File: src/rtl/spi_port_pkg.sv
`timescale 1ns/1ps
package spi_port_pkg;
    localparam int DATA_W   = 8;
    localparam int HALF_MAX = 64;
    localparam int CNT_W    = $clog2(HALF_MAX);

    typedef enum logic [1:0] {
        REG_CTRL = 2'd0,
        REG_STAT = 2'd1,
        REG_DATA = 2'd2,
        REG_NONE = 2'd3
    } reg_sel_e;

    // system clocks per half period of the serial clock
    function automatic int unsigned half_period(input logic [1:0] rate);
        case (rate)
            2'b00:   return 2;
            2'b01:   return 8;
            2'b10:   return 32;
            default: return 64;
        endcase
    endfunction
endpackage

File: src/rtl/spi_sckgen.sv
`timescale 1ns/1ps
module spi_sckgen
    import spi_port_pkg::*;
#(
    parameter int CW = CNT_W
) (
    input  logic       clk,
    input  logic       rst_n,
    input  logic       run_i,
    input  logic [1:0] rate_i,
    output logic       sck_o,
    output logic       rise_o,
    output logic       fall_o
);
    typedef struct packed {
        logic [CW-1:0] cnt;
        logic          sck;
    } gen_t;

    gen_t          gen_q, gen_d;
    logic [CW-1:0] last_cnt;

    always_comb begin
        last_cnt = CW'(half_period(rate_i) - 1);
        gen_d    = gen_q;
        rise_o   = 1'b0;
        fall_o   = 1'b0;
        if (!run_i) begin
            gen_d.cnt = '0;
            gen_d.sck = 1'b0;
        end else if (gen_q.cnt == last_cnt) begin
            gen_d.cnt = '0;
            gen_d.sck = ~gen_q.sck;
            rise_o    = ~gen_q.sck;
            fall_o    = gen_q.sck;
        end else begin
            gen_d.cnt = gen_q.cnt + 1'b1;
        end
    end

    always_ff @(posedge clk or negedge rst_n) begin
        if (!rst_n) gen_q <= '0;
        else        gen_q <= gen_d;
    end

    assign sck_o = gen_q.sck;
endmodule

File: src/rtl/spi_shifter.sv
`timescale 1ns/1ps
module spi_shifter
    import spi_port_pkg::*;
#(
    parameter int W = DATA_W
) (
    input  logic         clk,
    input  logic         rst_n,
    input  logic         en_i,
    input  logic         master_i,
    input  logic         load_i,
    input  logic [W-1:0] wdata_i,
    input  logic         rise_i,
    input  logic         fall_i,
    input  logic         sdi_i,
    output logic         sdo_o,
    output logic         active_o,
    output logic         done_o,
    output logic [W-1:0] rxbuf_o
);
    localparam int BW = $clog2(W);

    typedef struct packed {
        logic [W-1:0]  sh;
        logic [W-1:0]  rx;
        logic [BW-1:0] cnt;
        logic          samp;
        logic          active;
    } shf_t;

    shf_t shf_q, shf_d;

    always_comb begin
        shf_d  = shf_q;
        done_o = 1'b0;
        if (!en_i) begin
            shf_d.active = 1'b0;
            shf_d.cnt    = '0;
        end else begin
            if (load_i) begin
                shf_d.sh     = wdata_i;
                shf_d.cnt    = '0;
                shf_d.active = master_i;
            end
            if (rise_i && (shf_q.active || !master_i)) begin
                shf_d.samp   = sdi_i;
                shf_d.active = 1'b1;
            end
            if (fall_i && shf_q.active) begin
                shf_d.sh = {shf_q.sh[W-2:0], shf_q.samp};
                if (shf_q.cnt == BW'(W - 1)) begin
                    done_o       = 1'b1;
                    shf_d.active = 1'b0;
                    shf_d.cnt    = '0;
                    shf_d.rx     = {shf_q.sh[W-2:0], shf_q.samp};
                end else begin
                    shf_d.cnt = shf_q.cnt + 1'b1;
                end
            end
        end
    end

    always_ff @(posedge clk or negedge rst_n) begin
        if (!rst_n) shf_q <= '0;
        else        shf_q <= shf_d;
    end

    assign sdo_o    = shf_q.sh[W-1];
    assign active_o = shf_q.active;
    assign rxbuf_o  = shf_q.rx;
endmodule

File: src/rtl/spi_flags.sv
`timescale 1ns/1ps
module spi_flags (
    input  logic clk,
    input  logic rst_n,
    input  logic set_done_i,
    input  logic set_wcol_i,
    input  logic stat_rd_i,
    input  logic data_acc_i,
    input  logic ack_i,
    output logic spif_o,
    output logic wcol_o
);
    typedef struct packed {
        logic spif;
        logic wcol;
        logic armed;
    } flg_t;

    flg_t flg_q, flg_d;

    always_comb begin
        flg_d = flg_q;
        if (stat_rd_i && (flg_q.spif || flg_q.wcol)) flg_d.armed = 1'b1;
        if (data_acc_i && flg_q.armed) begin
            flg_d.spif  = 1'b0;
            flg_d.wcol  = 1'b0;
            flg_d.armed = 1'b0;
        end
        if (ack_i)      flg_d.spif = 1'b0;
        if (set_done_i) flg_d.spif = 1'b1;
        if (set_wcol_i) flg_d.wcol = 1'b1;
    end

    always_ff @(posedge clk or negedge rst_n) begin
        if (!rst_n) flg_q <= '0;
        else        flg_q <= flg_d;
    end

    assign spif_o = flg_q.spif;
    assign wcol_o = flg_q.wcol;
endmodule

File: src/rtl/spi_port.sv
`timescale 1ns/1ps
module spi_port
    import spi_port_pkg::*;
(
    input  logic       clk,
    input  logic       rst_n,
    input  logic [1:0] bus_addr,
    input  logic       bus_wr,
    input  logic       bus_rd,
    input  logic [7:0] bus_wdata,
    output logic [7:0] bus_rdata,
    input  logic       glob_ie,
    output logic       irq,
    input  logic       irq_ack,
    output logic       sck_o,
    input  logic       sck_i,
    input  logic       ss_n_i,
    output logic       sdo_o,
    input  logic       sdi_i
);
    typedef struct packed {
        logic       ie;
        logic       en;
        logic       mstr;
        logic [1:0] rate;
        logic [1:0] sck_s;
        logic       sck_p;
        logic [1:0] ss_s;
    } top_t;

    top_t       st_q, st_d;
    reg_sel_e   sel;
    logic       data_wr, data_acc, stat_rd;
    logic       xfer_active, xfer_done, load, collide;
    logic       gen_rise, gen_fall, slv_rise, slv_fall, ss_low;
    logic       tick_rise, tick_fall, set_done, run_gen;
    logic       spif, wcol;
    logic [7:0] rxbuf;

    always_comb begin
        sel      = reg_sel_e'(bus_addr);
        data_wr  = bus_wr && (sel == REG_DATA);
        data_acc = (bus_wr || bus_rd) && (sel == REG_DATA);
        stat_rd  = bus_rd && (sel == REG_STAT);
        load     = data_wr && st_q.en && !xfer_active;
        collide  = data_wr && xfer_active;
        ss_low   = !st_q.ss_s[1];
        slv_rise = st_q.sck_s[1] && !st_q.sck_p;
        slv_fall = !st_q.sck_s[1] && st_q.sck_p;
        run_gen  = st_q.en && st_q.mstr && xfer_active;
        tick_rise = st_q.mstr ? gen_rise : (slv_rise && ss_low);
        tick_fall = st_q.mstr ? gen_fall : (slv_fall && ss_low);
        set_done = xfer_done || (st_q.en && st_q.mstr && ss_low);

        st_d       = st_q;
        st_d.sck_s = {st_q.sck_s[0], sck_i};
        st_d.sck_p = st_q.sck_s[1];
        st_d.ss_s  = {st_q.ss_s[0], ss_n_i};
        if (bus_wr && (sel == REG_CTRL)) begin
            st_d.ie   = bus_wdata[7];
            st_d.en   = bus_wdata[6];
            st_d.mstr = bus_wdata[4];
            st_d.rate = bus_wdata[1:0];
        end

        case (sel)
            REG_CTRL: bus_rdata = {st_q.ie, st_q.en, 1'b0, st_q.mstr, 2'b00, st_q.rate};
            REG_STAT: bus_rdata = {spif, wcol, 6'b0};
            REG_DATA: bus_rdata = rxbuf;
            default:  bus_rdata = 8'h00;
        endcase
        irq = spif && st_q.ie && glob_ie;
    end

    always_ff @(posedge clk or negedge rst_n) begin
        if (!rst_n) begin
            st_q      <= '0;
            st_q.ss_s <= 2'b11;
        end else begin
            st_q <= st_d;
        end
    end

    spi_sckgen #(.CW(CNT_W)) u_gen (
        .clk    (clk),
        .rst_n  (rst_n),
        .run_i  (run_gen),
        .rate_i (st_q.rate),
        .sck_o  (sck_o),
        .rise_o (gen_rise),
        .fall_o (gen_fall)
    );

    spi_shifter #(.W(DATA_W)) u_shf (
        .clk      (clk),
        .rst_n    (rst_n),
        .en_i     (st_q.en),
        .master_i (st_q.mstr),
        .load_i   (load),
        .wdata_i  (bus_wdata),
        .rise_i   (tick_rise),
        .fall_i   (tick_fall),
        .sdi_i    (sdi_i),
        .sdo_o    (sdo_o),
        .active_o (xfer_active),
        .done_o   (xfer_done),
        .rxbuf_o  (rxbuf)
    );

    spi_flags u_flg (
        .clk        (clk),
        .rst_n      (rst_n),
        .set_done_i (set_done),
        .set_wcol_i (collide),
        .stat_rd_i  (stat_rd),
        .data_acc_i (data_acc),
        .ack_i      (irq_ack),
        .spif_o     (spif),
        .wcol_o     (wcol)
    );
endmodule

File: config.mk
export PLATFORM = sky130hd
export DESIGN_NAME = spi_port
export DESIGN_NICKNAME = d
export VERILOG_FILES = /design/src/rtl/spi_port_pkg.sv /design/src/rtl/spi_sckgen.sv /design/src/rtl/spi_shifter.sv /design/src/rtl/spi_flags.sv /design/src/rtl/spi_port.sv
export SDC_FILE = /design/constraint.sdc
export NUM_CORES = 1
export LEC_CHECK = 0
export BUFFER_PORTS_ARGS = -buffer_cell sky130_fd_sc_hd__buf_4
export CAP_MARGIN = 15
export CORE_MARGIN = 2
export CORE_UTILIZATION = 55
export DETAILED_ROUTE_END_ITERATION = 10
export GPL_TIMING_DRIVEN = 0
export PLACE_DENSITY = 0.82
export SYNTH_ARGS = -nofsm -noshare
export SYNTH_HDL_FRONTEND = slang
export SYNTH_SLANG_ARGS = --single-unit
File: constraint.sdc
create_clock -name clk -period 2.2 [get_ports clk]
set_input_delay 0.44 -clock clk [delete_from_list [all_inputs] [get_ports clk]]
set_output_delay 0.44 -clock clk [all_outputs]
set_load 0.02 [all_outputs]
======== Yosys cells after proc, flatten, opt, wreduce, memory -nomap -nowiden ========
Cells that the tools add are included.
operators by class
  $add $sub $neg .......................... 3
  equality and inequality tests ........... 8
  muxes and demuxes ....................... 30
  bitwise gates (word level) .............. 1
  reductions and logical operators ........ 38
operators with widths
  kind                                                    count
  case mux 8 bit (3 select lines)                         1
  logical AND 1 bit                                       20
  2-to-1 mux 1 bit                                        19
  2-to-1 mux 19 bit                                       1
  case mux 6 bit (3 select lines)                         1
  2-to-1 mux 8 bit                                        2
  2-to-1 mux 3 bit                                        4
  2-to-1 mux 7 bit                                        1
  adder 6 x 1 -> 6 bit (second input constant)            1
  equality test 6 bit                                     1
  2-to-1 mux 6 bit                                        1
  nonzero test 2 bit                                      3
  subtractor 6 x 1 -> 6 bit (second input constant)       1
  logical NOT 1 bit                                       5
  equality test 2 x 1 -> 1 bit (second input constant)    2
  equality test 2 bit (second input constant)             2
  logical NOT 2 bit                                       2
  logical OR 1 bit                                        4
  AND reduction 2 bit                                     2
  adder 3 x 1 -> 3 bit (second input constant)            1
  equality test 3 bit (second input constant)             1
  inequality test 3 x 1 -> 1 bit (second input constant)  1
  AND reduction 3 bit                                     1
  nonzero test 3 bit                                      1
  other kinds (2)                                         2
storage, ports and cells
  register bits ........................... 41
  input port bits ......................... 19
  output and inout port bits .............. 11
  logic and storage cells ................. 97

======== Logic depth before layout (Yosys ltp) ========
Gate-level depths: netlist (run 1).
  depth after elaboration ................. 12
  gate-level depth with buffers ........... 6
  mapped depth without buffers ............ 5

======== Hierarchy ========
A second synthesis (run 1) with hierarchy kept.
second synthesis, totals
  cells, all modules ...................... 179
  area total of the unflattened synthesis .. 2052.0 um^2
modules (own cells, without submodules)
  module       times used  cells an instance  area an instance (um^2)  sequential area each (um^2)
  spi_shifter  1           81                 993.5                    525.5
  spi_port     1           45                 538.0                    252.7
  spi_sckgen   1           44                 405.4                    175.2
  spi_flags    1           9                  115.1                    75.1

======== Worst setup path after synthesis (run 1) ========
OpenSTA, ideal clock, no wires.
  path type ............................... input-to-output
  from .................................... input bus_addr[1]
  to ...................................... output bus_rdata[6]
  data arrival time ....................... 1378 ps
  required time ........................... 1760 ps
  path slack .............................. 382 ps
  stages on the path ...................... 3
  path buffers ............................ 1
  cell sequence ........................... clkbuf_1 -> mux2i_1 -> o21ai_0
on the way
  word-level cells in the longest chain between the ends .. 2
  elaborated cells on any way between the ends .. 4
  classes of those cells .................. eq/ne: 2; mux: 1; reduce/logical: 1
ends and longest elaborated chain
  element                                            RTL line        source
  from (decl)                                        spi_port.sv:7   input logic [1:0] bus_addr,
  equality test 2 bit, or another cell as far along  spi_port.sv:66  case (sel)
  case mux 8 bit (3 select lines) *                  spi_port.sv:66
  to (decl)                                          spi_port.sv:11  output logic [7:0] bus_rdata,
Mark *: on every way between the ends. The rest lies on a longest branch, timed or not.

======== Final worst setup path (run 1) ========
  from .................................... register st_q[8] (netlist bit)
  to ...................................... output bus_rdata[6]
on the way
  word-level cells in the longest chain between the ends .. 1
ends and longest elaborated chain
  element                          RTL line        source
  from (decl)                      spi_port.sv:31  top_t st_q, st_d;
  from (signal assigned)           spi_port.sv:80  st_q <= st_d;
  case mux 8 bit (3 select lines)  spi_port.sv:66
No other way between the ends.

==> reports/qor.csv, run 1 <==
stage,metric,value,unit
outcome,status,"complete, no violations",
layout,fillers,248,
clock_network,clock_tree.buffer_depth,2,
timing,max-slew-margin-rel,0.5934,
layout,drive_above_1_share,0.2906,
placed_design,dpl_cell_area,0.002242,mm^2
timing,finalSetupViolCount,0,
setup_path,crit_path_end_kind,output pin,
detailed_routing,wl_per_cell,15.75,um
clock_network,cts-root-buf,clkbuf_4,
detailed_routing,routed_wl,3921,um
layout,seq_area,0.001028,mm^2
floorplanning,dieWidth,63.80,um
placed_design,dp_hpwl,2827,um
yosys,postSynthAreaPerCell,11.85,um^2
timing,fin_crit,1.955,ns
power,ir_drop,377.1,uV
setup_path,r2r_slack,0.27,ns
floorplanning,rows,21,
global_routing,grt_pass1_wl,6872,um
timing,rsz0062_at_grt,false,
clock_network,cts.sink_count,41,
power,p_leak,1.035,nW
setup_path,cp_slowest_cell,dfrtp_1,
floorplanning,initial_core_util,0.5803,
timing,tightestPinTransition,0.6076,ns
clock_network,clk_latency,0.34,ns
yosys,ys_seq_area_frac,0.5229,
yosys,async_flop_share,1.000,
power,power.density,685.6,mW/mm^2
setup_path,cp_cell_sequence,clkbuf_1 > mux2i_1 > o21ai_0 > buf_4,
clock_network,cts_tree,built,
timing,clock.fmax,511.6,MHz
floorplanning,die_y,63.80,um
job,max-cap-violations,0,
setup_path,worstReg2RegStart,st_q[5]$_DFFE_PN0P_,
detailed_routing,postRouteAntennaNets,0,
detailed_routing,drt_iter0_drc,112,
yosys,synth_cells,166,
setup_path,cp-start-kind,register,
clock_network,path_clk_slew,0.12,ns
timing,slew_violations,0,
power,switching_share,0.2897,
hold_path,hp-class,in2async,
detailed_routing,via_per_inst,5.735,
setup_path,r2r-end,u_shf.rxbuf_o[2]$_DFFE_PN0P_,
placed_design,post-place-ws,-0.04812,ns
clock_network,cts_made_buffers,5,
placed_design,portBuffers,29,
yosys,yosysTopAreaCellShare,0.4962,
clock_network,htree_levels,2,
layout,num_antenna_cells,0,
setup_path,required,1.76,ns
setup_path,worstPathMaxFanout,10,
power,clkPwrFrac,0.225,
setup_path,r2r_cells,5,
layout,nets,224,
global_routing,grt_max_degree,42,
placed_design,routabilityCongestion,0.8818,
power,p_int,1.123,mW
global_routing,antenna_found_initial,0,
power,comb_power_share,0.175,
global_routing,grt_pass1_vias,1479,
global_routing,overflow,0,
detailed_routing,drc,0,
yosys,synthesis.area,0.001967,mm^2
yosys,synth_seq_cells,41,
timing,fin_crit_sh,0.8885,
timing,hold_violations,0,
detailed_routing,dr.pass1.iters,4,
timing,hold_slack,0.04651,ns
layout,multi_input_area,915.9,um^2
setup_path,crit_buf_inv,2,
yosys,synth_ff_type,dfrtp_1,
yosys,yosys-top-cells-area,"dfrtp_1, mux2_1, o221a_1, mux2i_1, or2b_2",
yosys,synth_fp_nets,188,
power,share_seq_of_total_power,0.599,
layout,fin_util,0.6803,
yosys,synth.largest_area_cell,dfrtp_1,
power,power_switching,458.0,uW
timing,setup_slack,0.2454,ns
setup_path,worst_path_largest_cell_delay,0.36,ns
yosys,synth-edff-count,0,
floorplanning,die_area,0.004070,mm^2
detailed_routing,vias,1428,
layout,final_cell_area,0.002306,mm^2
timing,finClkSkew,0.01543,ns
floorplanning,coreArea,0.003390,mm^2
setup_path,critPathTopFamily,buffers and inverters,
layout,area_growth,17.24,%
global_routing,track_usage,0.2177,
power,design_power_total,1.581,mW
yosys,yosysWarnings,0,
setup_path,arrival,1.51,ns
setup_path,worstSetupPathType,reg2out,
yosys,synth.distinct_cells,44,
floorplanning,pin_count,30,
==> synthesized netlist by cell type, types with 2 or more instances <==
| library cell | count |
|---|---|
| or3_1 | 2 |
| dfrtp_1 | 39 |
| xor2_1 | 2 |
| nand4_1 | 2 |
| nand3b_1 | 2 |
| mux2_1 | 12 |
| or2b_2 | 8 |
| o211ai_1 | 2 |
| nor2_1 | 16 |
| o221a_1 | 8 |
| nand2_1 | 11 |
| xnor2_1 | 4 |
| ha_1 | 3 |
| inv_1 | 3 |
| nand3_1 | 6 |
| dfstp_2 | 2 |
| mux2i_1 | 8 |
| and2_1 | 3 |
| clkbuf_1 | 2 |
| nor2b_1 | 2 |
| o21ai_0 | 5 |
| or4_1 | 2 |
==> stage by stage <==
stage,setup TNS (ns),cells
floorplan,0,166
global placement,-0.08700,241
detailed placement,-0.1292,241
CTS,0,249
global route,0,249
finish,0,249
==> flip-flops by register name, indices dropped and copies added (netlist names) <==
register        flops
st_q                7
u_gen.gen_q         6
u_gen.sck_o         1
u_flg.flg_q         1
st_d                3
u_flg.spif_o        1
u_flg.wcol_o        1
u_shf.shf_q        11
u_shf.active_o      1
u_shf.rxbuf_o       8
u_shf.sdo_o         1
==> cells by family (layout without fill, tap and decap cells) <==
logic type | count (synthesis) | count (layout) | share of synthesized area
adders and majority gates | 3 | 3 | 0.01909
AOI/OAI and AO/OA | 21 | 21 | 0.09478
buffers and inverters | 6 | 43 | 0.01527
xor gates and xnor gates | 6 | 6 | 0.02672
and+or+nand+nor | 68 | 68 | 0.2061
DFF | 41 | 41 | 0.5229
muxes | 21 | 21 | 0.1151
==> how the worst max path moves through the flow <==
stage                             start      endpoint  slack (ns)  depth (start not counted)
detailed placement          bus_addr[1]  bus_rdata[2]       -0.05                          5
global route        st_q[8]$_DFFE_PN0P_  bus_rdata[6]        0.13                          4
global placement            bus_addr[1]  bus_rdata[2]       -0.03                          5
floorplan                   bus_addr[1]  bus_rdata[6]        0.38                          3
CTS                         bus_addr[1]  bus_rdata[2]        0.05                          5
finish              st_q[8]$_DFFE_PN0P_  bus_rdata[6]        0.25                          4
==> power by group through the flow <==
stage                     Clock [mW]  Combinational, mW  Sequential, mW
final                          0.356              0.277           0.948
after global routing           0.403              0.304           0.960
after CTS                      0.367              0.277           0.946
after detailed placement           0              0.275           0.961
after global placement             0              0.262           0.952
after floorplan                    0              0.169           0.940
==> area by class of cell <==
type,instances,share of cell area
inverter,3,0.004883
multi-input combinational,119,0.3972
buffer,3,0.008682
clock buffer,5,0.01628
timing repair buffer,29,0.09441
sequential,41,0.4460
tap,46,0.02496
clock inverter,3,0.007596
==> worst reg2reg max path: stages (launching register included) <==
cell and delay (ns):
dfrtp_1 0.44, or4_1 0.55, nand3_2 0.12, and4_4 0.25, o21ai_4 0.13, mux2_1 0.34
==> cells in the final DEF (no fill, tap or decap), types with 2 or more instances in the layout <==
master,n
and2_1,3
buf_4,29
clkbuf_4,5
clkinv_2,2
dfrtp_1,39
dfstp_2,2
ha_1,3
inv_1,3
mux2_1,12
mux2i_1,8
nand2_1,11
nand3_1,6
nand3b_1,2
nand4_1,2
nor2_1,16
o211ai_1,2
o21ai_0,5
o221a_1,8
or2b_2,8
or3_1,2
or4_1,2
xnor2_1,4
xor2_1,2
==> routing by layer <==
metal | vias to the layer above | GRT usage | wire length [um]
met2 | 39 | 0.3815 | 2088
met1 | 707 | 0.2680 | 1612
li1 | 678 | - | -
met5 | - | 0 | 0
met4 | 0 | 0.06793 | 30
met3 | 4 | 0.04577 | 190
==> what timing repair did <==
item	CTS	global route
setup endpoints to repair	3	11
hold buffers	0	0
setup buffers	0	0
endpoints found under the hold margin	0	0
gates resized for setup	1	3
Note: power is estimated with default switching activity, not from simulation.
==> run 2, diff against run 1 <==
--- a/config.mk
+++ b/config.mk
@@ -5,13 +5,14 @@
 export SDC_FILE = /design/constraint.sdc
 export NUM_CORES = 1
 export LEC_CHECK = 0
+export ABC_AREA = 1
 export BUFFER_PORTS_ARGS = -buffer_cell sky130_fd_sc_hd__buf_4
 export CAP_MARGIN = 15
 export CORE_MARGIN = 2
 export CORE_UTILIZATION = 55
 export DETAILED_ROUTE_END_ITERATION = 10
-export GPL_TIMING_DRIVEN = 0
-export PLACE_DENSITY = 0.82
+export PLACE_DENSITY = 0.81
+export RECOVER_POWER = 50
 export SYNTH_ARGS = -nofsm -noshare
 export SYNTH_HDL_FRONTEND = slang
 export SYNTH_SLANG_ARGS = --single-unit
==> reports/qor.csv, run 2 <==
stage,metric,value,unit,change
yosys,yosysMostFrequentCell,nand2_1,,
detailed_routing,postRouteAntennaNets,0,,unchanged
detailed_routing,wl_per_cell,12.95,um,-18%
layout,regMostFlops,u_shf.shf_q,,
layout,layout_commonest_cell,nand2_1,,
power,clkPwrFrac,0.219,,-0.006
layout,fillers,326,,+31%
placed_design,post-place-ws,0.3406,ns,+0.3887 ns
placed_design,routabilityCongestion,0.7876,,-11%
global_routing,antenna_found_initial,0,,unchanged
hold_path,hp-class,in2reg,,
placed_design,dpl_cell_area,0.002291,mm^2,+2.2%
layout,drive_above_1_share,0.1993,,-0.09137
timing,hold_violations,0,,unchanged
power,switching_share,0.3573,,+0.06764
detailed_routing,vias,1683,,+18%
power,p_leak,1.224,nW,+18%
clock_network,path_clk_slew,0.07,ns,-0.05 ns
power,p_int,1.432,mW,+27%
power,ir_drop,542.1,uV,+44%
placed_design,dp_hpwl,2912,um,+3.0%
yosys,yosysTopAreaCellShare,0.4774,,-0.01883
yosys,synth_fp_nets,266,,+41%
timing,finalSetupTns,0,ns,unchanged
floorplanning,die_y,64.97,um,+1.8%
setup_path,critPathTopFamily,buffers and inverters,,
timing,slew_violations,0,,unchanged
clock_network,cts.sink_count,41,,unchanged
setup_path,crit_buf_inv,3,,+1
floorplanning,rows,22,,+4.8%
floorplanning,dieWidth,64.97,um,+1.8%
detailed_routing,drc,0,,unchanged
setup_path,arrival,1.33,ns,-0.18 ns
yosys,ys_seq_area_frac,0.5031,,-0.01984
yosys,async_flop_share,1.000,,unchanged
timing,fin_crit_sh,0.8066,,-0.08186
power,share_seq_of_total_power,0.486,,-0.113
clock_network,cts-root-buf,clkbuf_8,,
yosys,synth.distinct_cells,32,,-27%
yosys,synth_seq_cells,41,,unchanged
clock_network,clk_latency,0.29,ns,-0.05 ns
floorplanning,initial_core_util,0.5670,,-0.01332
setup_path,worstPathMaxFanout,12,,+2
timing,fin_crit,1.775,ns,-0.1801 ns
timing,max-slew-margin-rel,0.3219,,-0.2716
layout,final_cell_area,0.002375,mm^2,+3.0%
power,comb_power_share,0.295,,+0.120
detailed_routing,dr.pass1.iters,4,,unchanged
timing,finalSetupViolCount,0,,unchanged
power,power_switching,795.9,uW,+74%
global_routing,grt_pass1_wl,7024,um,+2.2%
clock_network,htree_levels,2,,unchanged
layout,layout_common_cells,"nand2_1, dfrtp_1, buf_4",,
layout,largest_reg_flops,11,,unchanged
floorplanning,die_area,0.004221,mm^2,+3.7%
job,max-cap-violations,0,,unchanged
outcome,status,"complete, no violations",,
timing,rsz0062_at_grt,false,,
layout,num_antenna_cells,0,,unchanged
setup_path,cp-start-kind,register,,
setup_path,required,1.76,ns,about the same
floorplanning,coreArea,0.003606,mm^2,+6.4%
clock_network,cts_made_buffers,5,,unchanged
clock_network,cts_hold_buf,0,,unchanged
detailed_routing,drt_iter0_drc,129,,+15%
global_routing,grt_pass1_vias,1599,,+8.1%
setup_path,cpMostUsedCell,buf_4,,
yosys,synthesis.area,0.002044,mm^2,+3.9%
layout,area_growth,16.16,%,
yosys,synth.largest_area_cell,dfrtp_1,,
yosys,synth_cells,244,,+47%
global_routing,grt_max_degree,42,,unchanged
floorplanning,pin_count,30,,unchanged
timing,tightestPinTransition,1.017,ns,+0.4096 ns
yosys,yosysWarnings,0,,unchanged
placed_design,portBuffers,29,,unchanged
timing,finClkSkew,0.005208,ns,-0.01022 ns
clock_network,cts_tree,built,,
detailed_routing,via_per_inst,5.194,,-9.4%
yosys,postSynthAreaPerCell,8.379,um^2,-29%
timing,clock.fmax,563.5,MHz,+10%
setup_path,cp_cell_sequence,buf_4 > inv_1 > o221ai_1 > buf_4,,
yosys,yosys-top-cells-area,"dfrtp_1, nand2_1, nand3_1, nor2_1, inv_1",,
clock_network,cts_resized,0,,-1
setup_path,worstSetupPathType,reg2out,,
yosys,synth-edff-count,0,,unchanged
setup_path,cp_slowest_cell,dfrtp_1,,
yosys,synth_ff_type,dfrtp_1,,
global_routing,track_usage,0.2199,,+0.002206
detailed_routing,routed_wl,4196,um,+7.0%
setup_path,crit_path_end_kind,output pin,,
clock_network,post-cts-setup-buffer-count,0,,unchanged
yosys,ys_top_cells_by_count,"nand2_1, dfrtp_1, nand3_1, nor2_1, inv_1",,
clock_network,clock_tree.buffer_depth,2,,unchanged
layout,nets,298,,+33%
power,power.density,937.9,mW/mm^2,+37%
global_routing,overflow,0,,unchanged
timing,setup_slack,0.4255,ns,+0.1801 ns
setup_path,worst_path_largest_cell_delay,0.38,ns,+0.02 ns
## run 2: cell count changes after synthesis, sizes merged, moves of 8 or more
cell,delta
mux2i,-8
a21oi,+9
or2b,-8
nor2,+11
mux2,-13
inv,+24
nand3,+21
nand2,+57
o221a,-8
## run 2: cell families after synthesis
group | Yosys count | synth area share
AOI/OAI and AO/OA | 29 | 0.08691
DFF | 41 | 0.5031
buffers and inverters | 33 | 0.07221
and+or+nand+nor | 136 | 0.3109
adders and majority gates | 3 | 0.01836
xor gates and xnor gates | 2 | 0.008569
## run 2: per-layer routing
metal  part of all wire  vias up  wire (um)  global-route usage
met2               0.47       35       1962              0.3428
li1                   -      856          -                   -
met3              0.039        5        163             0.04340
met1               0.48      787       2009              0.2975
met4              0.015        0         61             0.09840
met5                  0        -          0                   0
## run 2: worst paths after layout
| kind | slack [ns] | startpoint | to | cells past startpoint |
|---|---|---|---|---|
| setup / recovery | 0.43 | st_q[8]$_DFFE_PN0P_ | bus_rdata[6] | 4 |
| hold / removal | 0.26 | ss_n_i | st_d[1]$_DFF_PN1_ | 1 |
| setup reg to reg | 0.45 | st_q[6]$_DFFE_PN0P_ | u_shf.rxbuf_o[3]$_DFFE_PN0P_ | 10 |
| hold reg to reg | 0.35 | st_d[4]$_DFF_PN0_ | st_d[2]$_DFF_PN0_ | 0 |
| max in group asynchronous | 1.26 | rst_n | u_shf.shf_q[15]$_DFFE_PN0P_ | 1 |
| min in group asynchronous | 0.32 | rst_n | u_shf.shf_q[4]$_DFFE_PN0P_ | 1 |
## run 2: power groups by stage
stage	logic, mW	clock network [mW]	registers, mW
2_1_floorplan	0.456	0	1.07
3_3_place_gp	0.641	0	1.08
3_5_place_dp	0.653	0	1.09
4_1_cts	0.658	0.497	1.08
5_1_grt	0.746	0.518	1.11
6_report	0.657	0.489	1.08
## run 2: cell type report
class / count / area (um^2) / share of cell area
Inverter: 27 / 101.3 / 0.04268
Clock buffer: 7 / 86.33 / 0.03635
Tap cell: 48 / 60.06 / 0.02529
Sequential cell: 41 / 1028 / 0.4331
Timing Repair Buffer: 31 / 230.2 / 0.09694
Multi-Input combinational cell: 170 / 868.3 / 0.3656
## run 2: metrics by stage
step	power [mW]	utilization	instances	hold WS, ns
floorplan	1.527	-	244	0.1444
global placement	1.726	0.6353	317	0.3325
detailed placement	1.745	0.6353	317	0.3403
CTS	2.233	0.6593	324	0.1336
global route	2.369	0.6586	324	0.2498
finish	2.227	0.6586	324	0.2585
